[src/rtl/sram_ctrl_pkg.sv]
package sram_ctrl_pkg;

  typedef enum logic [2:0] {
    ST_IDLE,
    ST_READ,
    ST_WSETUP,
    ST_WPULSE,
    ST_STBY
  } ctrlState_t;

  // strobes from control to datapath/pins
  typedef struct packed {
    logic ceN;
    logic weN;
    logic oeN;
    logic drive;
    logic load;
    logic capture;
  } ctrlStrobes_t;

  // ceiling of ns / period, never below one cycle
  function automatic int unsigned nsToCycles(input int unsigned ns, input int unsigned periodNs);
    int unsigned c;
    c = (ns + periodNs - 1) / periodNs;
    return (c < 1) ? 1 : c;
  endfunction

endpackage

[src/rtl/sram_ctrl_fsm.sv]
module sram_ctrl_fsm
  import sram_ctrl_pkg::*;
#(
  parameter int unsigned RD_CYC   = 7,
  parameter int unsigned WS_CYC   = 1,
  parameter int unsigned WP_CYC   = 6,
  parameter int unsigned TURN_CYC = 3,
  parameter int unsigned CNT_W    = 4
) (
  input  logic         clk,
  input  logic         rstN,
  input  logic         reqValid,
  input  logic         reqWrite,
  output ctrlStrobes_t stb,
  output logic         reqAck
);

  localparam logic [CNT_W-1:0] RD_LAST   = CNT_W'(RD_CYC - 1);
  localparam logic [CNT_W-1:0] WS_LAST   = CNT_W'(WS_CYC - 1);
  localparam logic [CNT_W-1:0] WP_LAST   = CNT_W'(WP_CYC - 1);
  localparam logic [CNT_W-1:0] TURN_LAST = CNT_W'(TURN_CYC - 1);

  ctrlState_t       state, stateNext;
  logic [CNT_W-1:0] cnt, cntNext, limit;
  logic             phaseLast;
  logic             ceNq, weNq, oeNq, driveQ;

  always_comb begin
    case (state)
      ST_READ:   limit = RD_LAST;
      ST_WSETUP: limit = WS_LAST;
      ST_WPULSE: limit = WP_LAST;
      ST_STBY:   limit = TURN_LAST;
      default:   limit = '0;
    endcase
  end

  assign phaseLast = (state != ST_IDLE) && (cnt == limit);

  always_comb begin
    stateNext = state;
    case (state)
      ST_IDLE:   if (reqValid) stateNext = reqWrite ? ST_WSETUP : ST_READ;
      ST_READ:   if (phaseLast) stateNext = ST_STBY;
      ST_WSETUP: if (phaseLast) stateNext = ST_WPULSE;
      ST_WPULSE: if (phaseLast) stateNext = ST_STBY;
      ST_STBY:   if (phaseLast) stateNext = ST_IDLE;
      default:   stateNext = ST_IDLE;
    endcase
    cntNext = (state == ST_IDLE || phaseLast) ? '0 : cnt + 1'b1;
  end

  always_ff @(posedge clk or negedge rstN) begin
    if (!rstN) begin
      state  <= ST_IDLE;
      cnt    <= '0;
      ceNq   <= 1'b1;
      weNq   <= 1'b1;
      oeNq   <= 1'b1;
      driveQ <= 1'b0;
      reqAck <= 1'b0;
    end else begin
      state  <= stateNext;
      cnt    <= cntNext;
      // strobes registered from the next state: glitch-free at the pins
      ceNq   <= !(stateNext inside {ST_READ, ST_WSETUP, ST_WPULSE});
      oeNq   <= (stateNext != ST_READ);
      weNq   <= (stateNext != ST_WPULSE);
      driveQ <= (stateNext inside {ST_WSETUP, ST_WPULSE});
      reqAck <= phaseLast && (state == ST_READ || state == ST_WPULSE);
    end
  end

  always_comb begin
    stb.ceN     = ceNq;
    stb.weN     = weNq;
    stb.oeN     = oeNq;
    stb.drive   = driveQ;
    stb.load    = (state == ST_IDLE) && reqValid;
    stb.capture = phaseLast && (state == ST_READ);
  end

endmodule

[src/rtl/sram_ctrl_datapath.sv]
module sram_ctrl_datapath
  import sram_ctrl_pkg::*;
#(
  parameter int unsigned ADDR_W = 19,
  parameter int unsigned DATA_W = 8
) (
  input  logic              clk,
  input  logic              rstN,
  input  ctrlStrobes_t      stb,
  input  logic [ADDR_W-1:0] reqAddr,
  input  logic [DATA_W-1:0] reqWdata,
  input  logic [DATA_W-1:0] dqIn,
  output logic [ADDR_W-1:0] addrQ,
  output logic [DATA_W-1:0] wdataQ,
  output logic [DATA_W-1:0] rdData
);

  always_ff @(posedge clk or negedge rstN) begin
    if (!rstN) begin
      addrQ  <= '0;
      wdataQ <= '0;
      rdData <= '0;
    end else begin
      if (stb.load) begin
        addrQ  <= reqAddr;
        wdataQ <= reqWdata;
      end
      if (stb.capture) rdData <= dqIn;
    end
  end

endmodule

[src/rtl/sram_access_ctrl.sv]
module sram_access_ctrl
  import sram_ctrl_pkg::*;
#(
  parameter int unsigned ADDR_W        = 19,
  parameter int unsigned DATA_W        = 8,
  parameter int unsigned CLK_PERIOD_NS = 8,
  parameter int unsigned T_ACC_NS      = 55,
  parameter int unsigned T_OE_NS       = 25,
  parameter int unsigned T_WP_NS       = 45,
  parameter int unsigned T_WC_NS       = 55,
  parameter int unsigned T_DS_NS       = 25,
  parameter int unsigned T_HZ_NS       = 20
) (
  input  logic              clk,
  input  logic              rstN,
  input  logic              reqValid,
  input  logic              reqWrite,
  input  logic [ADDR_W-1:0] reqAddr,
  input  logic [DATA_W-1:0] reqWdata,
  output logic              reqAck,
  output logic [DATA_W-1:0] rdData,
  output logic [ADDR_W-1:0] sramAddr,
  input  logic [DATA_W-1:0] sramDqIn,
  output logic [DATA_W-1:0] sramDqOut,
  output logic              sramDqOe,
  output logic              sramCeN,
  output logic              sramWeN,
  output logic              sramOeN
);

  // select and output enable fall together, so the slower path sets the read window
  localparam int unsigned RD_CYC   = nsToCycles((T_ACC_NS > T_OE_NS) ? T_ACC_NS : T_OE_NS, CLK_PERIOD_NS);
  localparam int unsigned WP_CYC   = nsToCycles((T_WP_NS > T_DS_NS) ? T_WP_NS : T_DS_NS, CLK_PERIOD_NS);
  localparam int unsigned WC_CYC   = nsToCycles(T_WC_NS, CLK_PERIOD_NS);
  localparam int unsigned WS_CYC   = (WC_CYC > WP_CYC) ? (WC_CYC - WP_CYC) : 1;
  localparam int unsigned TURN_CYC = nsToCycles(T_HZ_NS, CLK_PERIOD_NS);
  localparam int unsigned MAX_A    = (RD_CYC > WP_CYC) ? RD_CYC : WP_CYC;
  localparam int unsigned MAX_B    = (WS_CYC > TURN_CYC) ? WS_CYC : TURN_CYC;
  localparam int unsigned MAX_CYC  = (MAX_A > MAX_B) ? MAX_A : MAX_B;
  localparam int unsigned CNT_W    = $clog2(MAX_CYC + 1);

  ctrlStrobes_t stb;

  sram_ctrl_fsm #(
    .RD_CYC  (RD_CYC),
    .WS_CYC  (WS_CYC),
    .WP_CYC  (WP_CYC),
    .TURN_CYC(TURN_CYC),
    .CNT_W   (CNT_W)
  ) i_fsm (
    .clk     (clk),
    .rstN    (rstN),
    .reqValid(reqValid),
    .reqWrite(reqWrite),
    .stb     (stb),
    .reqAck  (reqAck)
  );

  sram_ctrl_datapath #(
    .ADDR_W(ADDR_W),
    .DATA_W(DATA_W)
  ) i_dp (
    .clk     (clk),
    .rstN    (rstN),
    .stb     (stb),
    .reqAddr (reqAddr),
    .reqWdata(reqWdata),
    .dqIn    (sramDqIn),
    .addrQ   (sramAddr),
    .wdataQ  (sramDqOut),
    .rdData  (rdData)
  );

  assign sramCeN  = stb.ceN;
  assign sramWeN  = stb.weN;
  assign sramOeN  = stb.oeN;
  assign sramDqOe = stb.drive;

endmodule

[config.mk]
export PLATFORM = sky130hd
export DESIGN_NAME = sram_access_ctrl
export DESIGN_NICKNAME = d
export VERILOG_FILES = /design/src/rtl/sram_ctrl_pkg.sv /design/src/rtl/sram_ctrl_fsm.sv /design/src/rtl/sram_ctrl_datapath.sv /design/src/rtl/sram_access_ctrl.sv
export SDC_FILE = /design/constraint.sdc
export NUM_CORES = 1
export LEC_CHECK = 0
export BUFFER_PORTS_ARGS = -buffer_cell sky130_fd_sc_hd__buf_2
export CORE_ASPECT_RATIO = 2
export CORE_MARGIN = 2
export CORE_UTILIZATION = 51
export DETAILED_ROUTE_END_ITERATION = 10
export PLACE_DENSITY = 0.92
export SLEW_MARGIN = 30
export SYNTH_ARGS = -nofsm -noshare
export SYNTH_HDL_FRONTEND = slang
export SYNTH_SLANG_ARGS = --single-unit
[constraint.sdc]
create_clock -name clk -period 3.4 [get_ports clk]
set_clock_uncertainty 0.15 [all_clocks]
set_input_delay 0 -clock clk [delete_from_list [all_inputs] [get_ports clk]]
set_output_delay 0 -clock clk [all_outputs]
set_load 0.005 [all_outputs]
==> results of run 1 <==
==> final timing paths <==
check | from | endpoint | slack, ns | cells after the start
min reg2reg | i_dp.wdataQ[7] | i_dp.wdataQ[7] | 0.34 | 1
max | i_fsm.state[0] | i_fsm.ceNq | 1.09 | 4
max reg2reg | i_fsm.state[0] | i_fsm.ceNq | 1.09 | 4
min in group clk | reqWdata[7] | i_dp.wdataQ[7] | 0.30 | 3
min | rstN | i_dp.wdataQ[7] | 0.07 | 2
max in group asynchronous | rstN | i_dp.rdData[7] | 2.63 | 2
==> final cells by class <==
type                            instances  area, um2
Inverter                                2      7.507
Tap cell                               51      63.81
Multi-Input combinational cell         78      764.5
Timing Repair Buffer                  118      790.8
Fill cell                             194      909.6
Sequential cell                        46       1155
Clock inverter                          3      43.79
Clock buffer                            5      68.82
==> power groups by stage <==
| stage | Clock (W) | Sequential (W) | Combinational [W] |
|---|---|---|---|
| floorplan | 0 | 0.000993 | 0.000537 |
| global placement | 0 | 0.00102 | 0.000815 |
| detailed placement | 0 | 0.00104 | 0.000864 |
| CTS | 0.000415 | 0.00103 | 0.000924 |
| global route | 0.000448 | 0.00109 | 0.00104 |
| finish | 0.000414 | 0.00105 | 0.000966 |
==> what timing repair did <==
action | in CTS | in global routing
endpoints found under the hold margin | 82 | 0
hold buffers | 39 | 0
endpoints found under the setup margin | 0 | 0
==> flip-flops by register name (all words and copies together), names as in the netlist <==
signal        flops
i_dp.addrQ       19
i_dp.rdData       8
i_dp.wdataQ       8
i_fsm.ceNq        1
i_fsm.cnt         3
i_fsm.driveQ      1
i_fsm.oeNq        1
i_fsm.reqAck      1
i_fsm.state       3
i_fsm.weNq        1
==> kinds of logic after synthesis <==
family / Yosys count
buffers and inverters: 11
multiplexers: 35
XOR/XNOR: 1
AND/OR/NAND/NOR: 23
adder cells (fa/ha/maj): 1
flip-flops: 46
AO/OA/AOI/OAI: 18
==> per-layer routing <==
| layer | up-vias | track usage (%) | part of all wire (%) |
|---|---|---|---|
| met2 | 97 | 44.67 | 52 |
| met5 | - | 0 | 0 |
| met3 | 30 | 5.709 | 5.4 |
| li1 | 733 | - | - |
| met4 | 0 | 15.99 | 5.5 |
| met1 | 810 | 32.86 | 37 |
==> synth_stat cells, types with 2 or more instances <==
| cell type | count |
|---|---|
| a211oi_1 | 3 |
| buf_2 | 6 |
| buf_4 | 2 |
| dfrtp_1 | 43 |
| dfstp_2 | 3 |
| inv_1 | 2 |
| mux2_1 | 3 |
| mux2_2 | 24 |
| mux2_4 | 8 |
| nor2_1 | 2 |
| nor2b_1 | 3 |
| nor3_1 | 3 |
| nor4b_1 | 2 |
| nor4bb_1 | 2 |
| o21ai_0 | 5 |
| o32ai_1 | 2 |
| or3b_1 | 2 |
==> stage by stage <==
| stage | cells | total power, W |
|---|---|---|
| 2_1_floorplan | 135 | 0.001529 |
| 3_3_place_gp | 256 | 0.001833 |
| 3_5_place_dp | 256 | 0.001903 |
| 4_1_cts | 303 | 0.002372 |
| 5_1_grt | 303 | 0.002578 |
| 6_report | 303 | 0.002433 |
==> cell usage in the layout, fill, tap and decap left out, types with 2 or more instances in the layout <==
cell type / n
a211oi_1: 3
buf_2: 77
buf_4: 2
clkbuf_8: 5
dfrtp_1: 43
dfstp_2: 3
dlygate4sd3_1: 39
inv_1: 2
mux2_1: 3
mux2_2: 24
mux2_4: 8
nor2_1: 2
nor2b_1: 3
nor3_1: 3
nor4bb_1: 2
o21ai_0: 5
o32ai_1: 2
or3b_1: 2
==> reports/qor.csv, run 1 <==
metric,value,unit
worstPathCellList,"nand2b_1, a311oi_1, nor3_1, dlygate4sd3_1",
numPortBuffers,78,
wl,5736,um
maxSlewHeadroom,55.83,%
cts_tree,built,
yosys_register_bits,46,
ys.flop_type,dfrtp_1,
synth-edff-count,0,
synth-adder-area-share,0.6329,%
crit_path_start_kind,register,
synthXorXnorAreaFrac,0.4430,%
whs,0.06985,ns
p_sw,0.0008391,W
p_per_area,840.7,nW/um2
yosys.area.top_type_share,54.43,%
antenna_cells,0,
cpMaxStageDelayCell,dfrtp_1,
cp.required,3.49,ns
rsz0062_at_grt,no,
synth_cell_types,37,
fp.dieH,92.05,um
netlist_area,1977,um2
max_freq,0.4324,GHz
cts_resized,0,
slew_viol_final,0,
irDropWorstVdd,0.0005463,V
finalCritPeriodShare,68.03,%
ant_nets,0,
synthMuxAreaShare,21.46,%
h-tree-depth,2,
globalRouteOverflowTotal,0,
clkPwrFrac,17.0,%
final_util,76.09,%
fin_ws,1.087,ns
yosysWarnings,0,
period_minus_slack,2.313,ns
dpl.hpwl,3177,um
worst_slew_pin_slew,0.6581,ns
synth_nets,175,
grt_max_degree,47,
io-pin-count,79,
critPathTopFamily,flip-flops,
vias,1670,
drtIter0Drc,53,
switching_share,34.49,%
yosysTopAreaCell,dfrtp_1,
fin_tns_setup,0,ns
outcome,completed,
path_class,reg2reg,
synthTopCellsByArea,"dfrtp_1, mux2_2, mux2_4",
worstPathMaxFanout,15,
max_stage_delay,0.63,ns
cts_made_buffers,5,
avgViaCountPerCell,5.512,
path_clk_slew,0.09,ns
pre_cts_ws,1.321,ns
max-clock-path-buffers,2,
antenna_found_initial,0,
layout.nets,291,
rows,32,
grt_pass1_vias,1648,
maxCapViolations,0,
leakage,1.388,nW
finalSetupViolCount,0,
power_frac_comb,39.7,%
worstSkewPairLatency,0.31,ns
dieArea,4421,um2
wire_per_inst,18.93,um
async_flop_share,100.0,%
ys_seq_area_share,58.42,%
initial_core_util,51.97,%
crit_buf_inv,1,
grt_first_pass_wirelength,8418,um
drcViolationCount,0,
end_kind,register,
synthCells,135,
syn_area_per_cell,14.64,um2
globalRouteTotalUtil,28.09,%
dpl-instance-area,2389,um2
hold_violations,0,
p_int,0.001594,W
clock-root-buffer,clkbuf_8,
hp-class,in2async,
crit_arrival,2.40,ns
cts_sinks,46,
place.gp.congestion,0.7969,
synth_top_family_by_area,multiplexers,
fin_area,2894,um2
seqPwrFrac,43.3,%
core_area,3804,um2
yosys.area_share.simple,9.051,%
drive_gt1_share,50.00,%
firstDrtPassIters,4,
synth_compound_area_share,6.772,%
die-width,48.03,um
post_cts_buffers,0,
syn2layout_area_growth,46.39,%
(Power assumes the default switching activity.)
==> inputs of run 2 (changes only) <==
CORE_UTILIZATION = 48   (was 51)
PLACE_DENSITY = 0.87   (was 0.92)
clock period = 2.19 ns   (was 3.4 ns; I/O delays follow)
==> reports/qor.csv, run 2 (synthesis gave the netlist of run 1 again) <==
metric,value,unit
drive_gt1_share,50.00,%
period_minus_slack,1.953,ns
clock-root-buffer,clkbuf_8,
slew_viol_final,0,
hold_violations,0,
leakage,1.382,nW
firstDrtPassIters,4,
layout.nets,293,
ant_nets,0,
dpl.hpwl,3168,um
end_kind,register,
maxCapViolations,0,
globalRouteTotalUtil,25.54,%
cts_resized,0,
cp.required,2.25,ns
finalCritPeriodShare,89.16,%
die-width,49.38,um
wire_per_inst,18.85,um
fin_tns_setup,0,ns
final_util,71.46,%
avgViaCountPerCell,5.382,
maxSlewHeadroom,62.98,%
regMostFlops,i_dp.addrQ,
fillerInstances,255,
place.gp.congestion,0.7330,
max-clock-path-buffers,2,
vias,1647,
cts_made_buffers,5,
h-tree-depth,2,
globalRouteOverflowTotal,0,
path_class,reg2reg,
grt_first_pass_wirelength,8804,um
core_area,4046,um2
power_frac_comb,42.3,%
worst_slew_pin_slew,0.5553,ns
antenna_cells,0,
wl,5767,um
p_sw,0.001273,W
rows,33,
crit_path_start_kind,register,
crit_arrival,2.01,ns
largest_reg_flops,19,
hp-class,in2reg,
largestRegisters,"i_dp.addrQ (19), i_dp.rdData (8), i_dp.wdataQ (8)",
io-pin-count,79,
cts_tree,built,
cts_sinks,46,
switching_share,34.79,%
regArea,1155,um2
outcome,completed,
p_int,0.002386,W
drtIter0Drc,35,
drcViolationCount,0,
worstSkewPairLatency,0.29,ns
finalSetupViolCount,0,
numPortBuffers,78,
path_clk_slew,0.08,ns
fin_area,2892,um2
multiInputGateArea,764.5,um2
fp.dieH,94.76,um
initial_core_util,48.86,%
dpl-instance-area,2425,um2
syn2layout_area_growth,46.27,%
layout_commonest_cell,buf_2,
dieArea,4679,um2
worstPathMaxFanout,16,
seqPwrFrac,43.9,%
rsz0062_at_grt,no,
grt_max_degree,47,
grt_pass1_vias,1739,
clkPwrFrac,13.8,%
antenna_found_initial,0,
p_per_area,1265,nW/um2
max_freq,0.5121,GHz
irDropWorstVdd,0.0007113,V
layout_common_cells,"buf_2, dfrtp_1, dlygate4sd3_1",
-- run 2: worst paths after layout --
path                                 from             end  slack [ns]  cells after the start
setup / recovery           i_fsm.state[1]      i_fsm.ceNq        0.24                      4
hold / removal                   reqValid    i_fsm.driveQ        0.02                      3
setup reg to reg           i_fsm.state[1]      i_fsm.ceNq        0.24                      4
hold reg to reg             i_dp.addrQ[9]   i_dp.addrQ[9]        0.35                      1
max in group asynchronous            rstN      i_fsm.oeNq        1.43                      2
min in group asynchronous            rstN  i_dp.addrQ[10]        0.07                      2
-- run 2: cell type report --
cell class / count / share of cell area (%)
inverters: 2 / 0.2596
clock inverters: 1 / 0.2596
well taps: 52 / 2.250
repair buffers: 120 / 28.21
flip-flops and latches: 46 / 39.94
multi-input cells: 78 / 26.44
clock buffers: 7 / 2.640
-- run 2: stage by stage --
step / worst slack (ns) / std cells / power (W) / hold slack (ns)
2_1_floorplan: 0.4563 / 135 / 0.002374 / -0.4456
3_3_place_gp: 0.3411 / 260 / 0.002918 / 0.04178
3_5_place_dp: 0.2931 / 260 / 0.002989 / 0.05327
4_1_cts: 0.2762 / 306 / 0.003548 / 0.01800
5_1_grt: 0.1246 / 306 / 0.003856 / 0.06359
6_report: 0.2373 / 306 / 0.003658 / 0.02187
-- run 2: repair_timing --
action / CTS / global route
endpoints found under the hold margin: 80 / 0
hold buffers: 38 / 0
setup buffers: 0 / 0
-- run 2: routing by layer --
metal  GRT usage, %  part of all wire [%]  up-vias
met3          5.222                   4.9       10
met4          6.019                   1.5        0
li1               -                     -      729
met2          48.87                    57       77
met5              0                     0        -
met1          28.38                    37      831
-- run 2: critical path, cell delays in order (launching register included) --
cell	delay, ns
dfrtp_1	0.56
a21oi_1	0.29
dlygate4sd3_1	0.59
nor3_1	0.04
nor3_1	0.24
-- run 2: power by group through the flow --
stage	logic, W	clock network (W)	registers [W]
floorplan	0.000833	0	0.00154
global placement	0.00137	0	0.00155
detailed placement	0.00142	0	0.00157
CTS	0.00149	0.000498	0.00156
global route	0.00166	0.000551	0.00165
finish	0.00155	0.000504	0.00161
